===== src/rtl/ea_pkg.sv =====
package ea_pkg;

    localparam int XLEN    = 64;
    localparam int IDX_W   = 5;
    localparam int IMM_W   = 16;
    localparam int KIND_W  = 2;

    typedef enum logic [KIND_W-1:0] {
        OFS_DISP  = 2'b00,
        OFS_WORD  = 2'b01,
        OFS_QUAD  = 2'b10,
        OFS_INDEX = 2'b11
    } ofs_kind_e;

    typedef struct packed {
        logic             valid;
        logic [XLEN-1:0]  ea;
        logic             wb_en;
        logic [IDX_W-1:0] wb_idx;
        logic             invalid;
    } ea_result_t;

    // Take the low fld_w bits of imm, place them shift bits up with zeros
    // underneath, then replicate the field's top bit over the upper bits.
    function automatic logic [XLEN-1:0] scale_sext(
        input logic [IMM_W-1:0] imm,
        input int               fld_w,
        input int               shift
    );
        logic [XLEN-1:0] r;
        for (int i = 0; i < XLEN; i++) begin
            if (i < shift)
                r[i] = 1'b0;
            else if (i - shift < fld_w)
                r[i] = imm[i - shift];
            else
                r[i] = imm[fld_w - 1];
        end
        return r;
    endfunction

endpackage


===== src/rtl/ea_base_sel.sv =====
module ea_base_sel
    import ea_pkg::*;
(
    input  logic [IDX_W-1:0] ra_idx,
    input  logic [XLEN-1:0]  ra_val,
    input  logic             update,
    output logic [XLEN-1:0]  base
);
    logic ra_is_zero;

    assign ra_is_zero = (ra_idx == '0);

    always_comb begin
        if (update || !ra_is_zero)
            base = ra_val;
        else
            base = '0;
    end
endmodule


===== src/rtl/ea_offset_gen.sv =====
module ea_offset_gen
    import ea_pkg::*;
#(
    parameter int DISP_W  = 16,
    parameter int WORD_W  = 14,
    parameter int QUAD_W  = 12,
    parameter int WORD_SH = 2,
    parameter int QUAD_SH = 4
) (
    input  logic [IMM_W-1:0]  imm,
    input  ofs_kind_e         kind,
    input  logic [XLEN-1:0]   rb_val,
    output logic [XLEN-1:0]   offset
);
    localparam int NUM_IMM = 3;

    logic [XLEN-1:0] imm_ofs [NUM_IMM];

    for (genvar g = 0; g < NUM_IMM; g++) begin : g_imm
        localparam int FW = (g == 0) ? DISP_W : (g == 1) ? WORD_W : QUAD_W;
        localparam int SH = (g == 0) ? 0      : (g == 1) ? WORD_SH : QUAD_SH;
        assign imm_ofs[g] = scale_sext(imm, FW, SH);
    end

    always_comb begin
        unique case (kind)
            OFS_DISP:  offset = imm_ofs[0];
            OFS_WORD:  offset = imm_ofs[1];
            OFS_QUAD:  offset = imm_ofs[2];
            default:   offset = rb_val;
        endcase
    end
endmodule


===== src/rtl/ea_form_chk.sv =====
module ea_form_chk
    import ea_pkg::*;
(
    input  logic             valid,
    input  logic             update,
    input  logic             is_store,
    input  logic [IDX_W-1:0] ra_idx,
    input  logic [IDX_W-1:0] rt_idx,
    output logic             wb_en,
    output logic             invalid
);
    logic ra_zero;
    logic ra_clash;
    logic bad_form;

    assign ra_zero  = (ra_idx == '0);
    assign ra_clash = !is_store && (ra_idx == rt_idx);
    assign bad_form = ra_zero || ra_clash;

    always_comb begin
        wb_en   = 1'b0;
        invalid = 1'b0;
        if (valid && update) begin
            invalid = bad_form;
            wb_en   = !bad_form;
        end
    end
endmodule


===== src/rtl/ea_unit.sv =====
module ea_unit
    import ea_pkg::*;
#(
    parameter int DISP_W  = 16,
    parameter int WORD_W  = 14,
    parameter int QUAD_W  = 12,
    parameter int WORD_SH = 2,
    parameter int QUAD_SH = 4
) (
    input  logic             clk,
    input  logic             rst,
    input  logic             i_valid,
    input  logic [4:0]       i_ra_idx,
    input  logic [63:0]      i_ra_val,
    input  logic [63:0]      i_rb_val,
    input  logic [4:0]       i_rt_idx,
    input  logic [15:0]      i_imm,
    input  logic [1:0]       i_kind,
    input  logic             i_update,
    input  logic             i_is_store,
    output logic             o_valid,
    output logic [63:0]      o_ea,
    output logic             o_wb_en,
    output logic [4:0]       o_wb_idx,
    output logic             o_invalid
);
    logic [XLEN-1:0] base;
    logic [XLEN-1:0] offset;
    logic            wb_en_c;
    logic            invalid_c;
    ea_result_t      nxt;
    ea_result_t      res_q;

    ea_base_sel u_base (
        .ra_idx (i_ra_idx),
        .ra_val (i_ra_val),
        .update (i_update),
        .base   (base)
    );

    ea_offset_gen #(
        .DISP_W  (DISP_W),
        .WORD_W  (WORD_W),
        .QUAD_W  (QUAD_W),
        .WORD_SH (WORD_SH),
        .QUAD_SH (QUAD_SH)
    ) u_ofs (
        .imm    (i_imm),
        .kind   (ofs_kind_e'(i_kind)),
        .rb_val (i_rb_val),
        .offset (offset)
    );

    ea_form_chk u_chk_form (
        .valid    (i_valid),
        .update   (i_update),
        .is_store (i_is_store),
        .ra_idx   (i_ra_idx),
        .rt_idx   (i_rt_idx),
        .wb_en    (wb_en_c),
        .invalid  (invalid_c)
    );

    always_comb begin
        nxt         = res_q;
        nxt.valid   = i_valid;
        nxt.wb_en   = wb_en_c;
        nxt.invalid = invalid_c;
        if (i_valid) begin
            nxt.ea     = base + offset;
            nxt.wb_idx = i_ra_idx;
        end
    end

    always_ff @(posedge clk) begin
        if (rst)
            res_q <= '0;
        else
            res_q <= nxt;
    end

    assign o_valid   = res_q.valid;
    assign o_ea      = res_q.ea;
    assign o_wb_en   = res_q.wb_en;
    assign o_wb_idx  = res_q.wb_idx;
    assign o_invalid = res_q.invalid;
endmodule


===== config.mk =====
export PLATFORM = sky130hd
export DESIGN_NAME = ea_unit
export DESIGN_NICKNAME = d
export VERILOG_FILES = /design/src/rtl/ea_pkg.sv /design/src/rtl/ea_base_sel.sv /design/src/rtl/ea_offset_gen.sv /design/src/rtl/ea_form_chk.sv /design/src/rtl/ea_unit.sv
export SDC_FILE = /design/constraint.sdc
export NUM_CORES = 1
export LEC_CHECK = 0
export BUFFER_PORTS_ARGS = -buffer_cell sky130_fd_sc_hd__buf_2
export CAP_MARGIN = 20
export CORE_ASPECT_RATIO = 0.6
export CORE_MARGIN = 1.5
export CORE_UTILIZATION = 43
export DETAILED_ROUTE_END_ITERATION = 12
export PLACE_DENSITY_LB_ADDON = 0.15
export SETUP_SLACK_MARGIN = 0.05
export SYNTH_ARGS = -nofsm -noshare
export SYNTH_HDL_FRONTEND = slang
export SYNTH_SLANG_ARGS = --single-unit

===== constraint.sdc =====
create_clock -name clk -period 9.8 [get_ports clk]
set_clock_uncertainty 0.2 [all_clocks]
set_input_delay 0.98 -clock clk [delete_from_list [all_inputs] [get_ports clk]]
set_output_delay 0.98 -clock clk [all_outputs]
set_load 0.05 [all_outputs]

# Word level (Yosys, flattened, before mapping)
# Index checks and enable logic that the tools add are counted.
# W data, S select, Z words.
[totals]
romBits = 0
n_memories = 0
latch_bits = 0
ram_bits = 0
output_inout_bits = 72
inputBits = 161
word_cells = 22
regBits = 72
[classes]
n_lt_le_gt_ge = 0
mux = 2
n_eq_ne = 3
n_shift = 0
multipliers = 0
bitwise = 1
div = 0
addsub = 1
n_reduce_logical = 10
[ops]
columns = ["cell", "count"]
rows = [
  ["$pmux W64 S3", 1],
  ["$add A64 B64 Y64", 1],
  ["$mux W64", 1],
  ["$eq A5 B5 Y1", 1],
  ["$logic_not A5 Y1", 1],
  ["$logic_not A1 Y1", 3],
  ["$eq A2 B1 Y1 const B", 1],
  ["$eq A2 B2 Y1 const B", 1],
  ["$logic_and A1 B1 Y1", 2],
  ["$logic_not A2 Y1", 1],
  ["$logic_or A1 B1 Y1", 2],
  ["$reduce_or A2 Y1", 1],
  ["$not A1 Y1", 1],
]

# Longest topological paths before layout
[depth]
word_depth = 5
mapped_depth = 17
mapped_depth_nobuf = 15

# Hierarchy
# From an unflattened synthesis, not the netlist that was laid out.
[hier_totals]
hier_cells = 1009
hier_area_um2 = 8610.8
[by_module_without_submodules]
columns = ["module", "seq_area_each_um2", "instances", "cells_each", "area_each_um2"]
rows = [
  ["ea_unit", 1441.4, 1, 815, 6351.1],
  ["ea_offset_gen", 0.0, 1, 103, 1602.8],
  ["ea_base_sel", 0.0, 1, 78, 558.0],
  ["ea_form_chk", 0.0, 1, 13, 98.8],
]

# Worst setup path after synthesis
# OpenSTA, ideal clock, no wires.
[synth_timing]
path_type = "input port to flip-flop"
startpoint = "in i_ra_idx[4]"
endpoint = "reg res_q (netlist bit o_ea[56])"
setup_ns = 0.124
arrival_ns = 4.745
cell_stages = 16
t_required_ns = 9.476
setup_slack_ns = 4.730
path_buffers = 1
cell_sequence = "or4_1 > or3_1 > clkbuf_1 > and2_1 > ha_1 > fa_1 > a211oi_1 > o21ai_1 > a211oi_2 > a2111oi_4 > o21ai_2 > a31oi_4 > a31oi_4 > nor2_2 > mux2i_1 > a2111o_1"
[synth_via]
elab_chain_cells = 5
[synth_rtl]
columns = ["item", "line_no", "source"]
rows = [
  ["from (decl)", "ea_unit.sv:13", "input logic [4:0] i_ra_idx,"],
  ["$logic_not A5 Y1", "ea_base_sel.sv:11", "assign ra_is_zero = (ra_idx == '0);"],
  ["$logic_not A1 Y1", "ea_base_sel.sv:14", "if (update || !ra_is_zero)"],
  ["$logic_or A1 B1 Y1", "ea_base_sel.sv:14", ""],
  ["$mux W64", "ea_base_sel.sv:14", ""],
  ["$add A64 B64 Y64", "ea_unit.sv:70", "nxt.ea = base + offset;"],
  ["to (signal assigned)", "ea_unit.sv:79", "res_q <= nxt;"],
  ["to (decl)", "ea_unit.sv:32", "ea_result_t res_q;"],
]
# No other way between the ends.
# A chain may end at the register's enable or synchronous reset.

# Worst setup path in the final report
# Same ends and word-level chain as after synthesis.

==> impl_metrics.csv <==
group,metric,value,unit
route,dr_wl_met3,1923,um
floorplanning,rows,36,
synthesis,synth_edf_count,0,
placed_design,pre_cts_ws,3657,ps
cts,postCtsSetupBuffers,0,
timing,worst_slew_pin_slew,963.4,ps
synthesis,yosys.cell_types.count,69,
global_route,grt_overflow_total,0,
synthesis,netlist_area,7422,um^2
synthesis,syn_area_per_cell,7.788,um^2
cts,clk-insertion-delay-late,340,ps
placed_design,place_area,8683,um^2
timing,whs,242.7,ps
route,drtAntennaViolNets,0,
placed_design,gp_congestion,0.9387,
final_layout,fin_util,54.13,%
cts,clk_pin_slew,60,ps
global_route,grt_pass1_wl,38540,um
route,routed.top_layer,"met4",
cts,cts_root_buf,"clkbuf_16",
timing,finalSetupTns,0,ps
global_route,grt_pass1_vias,7046,
cts,cts_tree,"done",
worst_setup_path,required,9830,ps
floorplanning,dieArea,18080,um^2
worst_setup_path,cp.arrival,5770,ps
floorplanning,start_util,44.90,%
synthesis,yosys_warnings,0,
final_layout,final_cell_mix,"232 x buf_2, 92 x nor2_1, 84 x a21oi_1",
floorplanning,die_h,104.8,um
timing,finalCriticalPeriod,5745,ps
placed_design,hpwl,18980,um
route,viasPerCell,5.719,
route,vias,7886,
route,dr.pass1.iters,5,
timing,rsz0062_at_grt,"no",
cts,clk_path_buf_depth,2,
worst_setup_path,startpoint_type,"input pin",
final_layout,areaGrowthSynthToFinish,20.55,%
placed_design,port_buffers,232,
synthesis,synth_ff_type,"dfxtp_1",
synthesis,synth-async-reset-ratio,0,%
route,wl_met2,9345,um
power,total_power,1.421,mW
worst_setup_path,worstPathMaxFanout,64,
synthesis,yosys.area.top_type,"dfxtp_1",
power,leakage,4.157,nW
worst_setup_path,cp-end-kind,"flop",
timing,fmax,174.1,MHz
final_layout,antenna_cells,0,
floorplanning,fp.dieW,172.6,um
cts,cts_num_sinks,72,
final_layout,stdcell_count,1379,
run_status,outcome,"complete, no violations",
cts,cts.repair.resized,0,
synthesis,ys_ff_latch,72,
final_layout,fill_cells,1644,
floorplanning,ios,233,
timing,timing.final.crit_share,58.62,%
route,drc,0,
placed_design,dp.cells,1364,
route,drtIter0Drc,669,
floorplanning,core_area,16530,um^2
flow_run,maxCapViolCount,0,
final_layout,fin_nets,1372,
final_layout,layout_commonest_cell,"buf_2",
global_route,grtUsageTotal,26.38,%
synthesis,synth.area.top_cells,"dfxtp_1 19%, ha_1 11%, mux2i_1 6.6%",
worst_setup_path,critPathKind,"in2reg",
synthesis,synth_fp_nets,1178,
final_layout,layout-drive-gt1-share,24.33,%
timing,fin_ws,4055,ps
route,wl_per_cell,17.70,um
synthesis,synth_top_area_share,19.42,%
cts,h-tree-depth,3,
timing,final_max_slew_viol_count,0,
power,power.density,158.8,nW/um^2
global_route,antenna_found_initial,0,
timing,setup_violations,0,
power,ir_drop,87.76,uV
synthesis,yosysSeqAreaShare,19.42,%
route,met1_length,12990,um
cts,cts_made_buffers,9,
timing,finalHoldViolations,0,
cts,cts-hold-fix-buffers,0,
worst_hold_path,hp-class,"reg2reg",
final_layout,design_area,8947,um^2
timing,max_slew_margin,35.77,%
route,routed_wl,24410,um
global_route,grt_max_degree,65,
synthesis,synth_cells,953,
-- sequential cells by signal, summed over array words and instances, names as in the netlist --
register   cells
o_ea          64
o_wb_idx       5
o_invalid      1
o_valid        1
o_wb_en        1
-- where the power goes --
part,switching [mW],internal (mW)
clock network,0.140,0.170
logic,0.491,0.262
registers,0.0230,0.335
-- cells in the mapped netlist (8+ instances only) --
cell type	number
a31oi_1	11
xnor2_1	33
nand2b_1	12
nor3_1	16
xor2_1	27
mux2i_1	49
o21bai_1	11
nand2_1	68
mux4_2	11
o21ai_0	57
a21o_1	25
nor2_1	92
o21a_1	54
dfxtp_1	72
nor2b_1	8
clkbuf_1	46
nand3_1	20
and2_1	67
a21oi_1	84
inv_1	14
a211oi_1	8
nand4_1	15
ha_1	63
-- final cells by class --
class                           count  area (um^2)  area share (%)
Tap cell                          228        285.3           3.188
Multi-Input combinational cell    811         5694           63.64
Inverter                           15        56.30          0.6293
Clock inverter                      5        35.03          0.3916
Sequential cell                    72         1441           16.11
Clock buffer                       10        229.0           2.559
Timing Repair Buffer              238         1206           13.48
-- critical path: stages --
cell       delay, ps
buf_2            130
or4_1            540
or3_2            850
and2_1           340
ha_1             200
fa_1             420
a211oi_1         310
o21ai_1          200
a211oi_2         440
a2111oi_4        140
o21ai_2          250
a31oi_4          140
a31oi_4          260
nor2_2            60
mux2i_1          120
a2111o_1         370
-- per-layer routing --
metal	global-route usage (%)	up-vias
li1	-	3846
met5	0	-
met3	5.095	15
met1	41.51	3699
met4	3.822	0
met2	36.75	326
-- logic make-up (layout without fill, tap and decap cells) --
group | Yosys count | count (layout) | synth area share [%]
adder cells (fa/ha/maj) | 64 | 64 | 10.89
buffers and inverters | 70 | 268 | 4.063
AND/OR/NAND/NOR | 329 | 329 | 22.15
multiplexers | 60 | 60 | 9.946
AO/OA/AOI/OAI | 298 | 298 | 26.45
flip-flops | 72 | 72 | 19.42
XOR/XNOR | 60 | 60 | 7.080
-- path summary, 6_finish.rpt --
check / slack [ps] / cells after the start / end / from
worst max-delay path: 4050 / 16 / o_ea[56]$_SDFFE_PP0P_ / i_ra_idx[4]
worst min-delay path: 240 / 2 / o_ea[23]$_SDFFE_PP0P_ / o_ea[23]$_SDFFE_PP0P_
worst max register to register: 8810 / 1 / o_ea[56]$_SDFFE_PP0P_ / o_ea[56]$_SDFFE_PP0P_
worst min register to register: 240 / 2 / o_ea[23]$_SDFFE_PP0P_ / o_ea[23]$_SDFFE_PP0P_
Note: power is estimated with default switching activity, not from simulation.
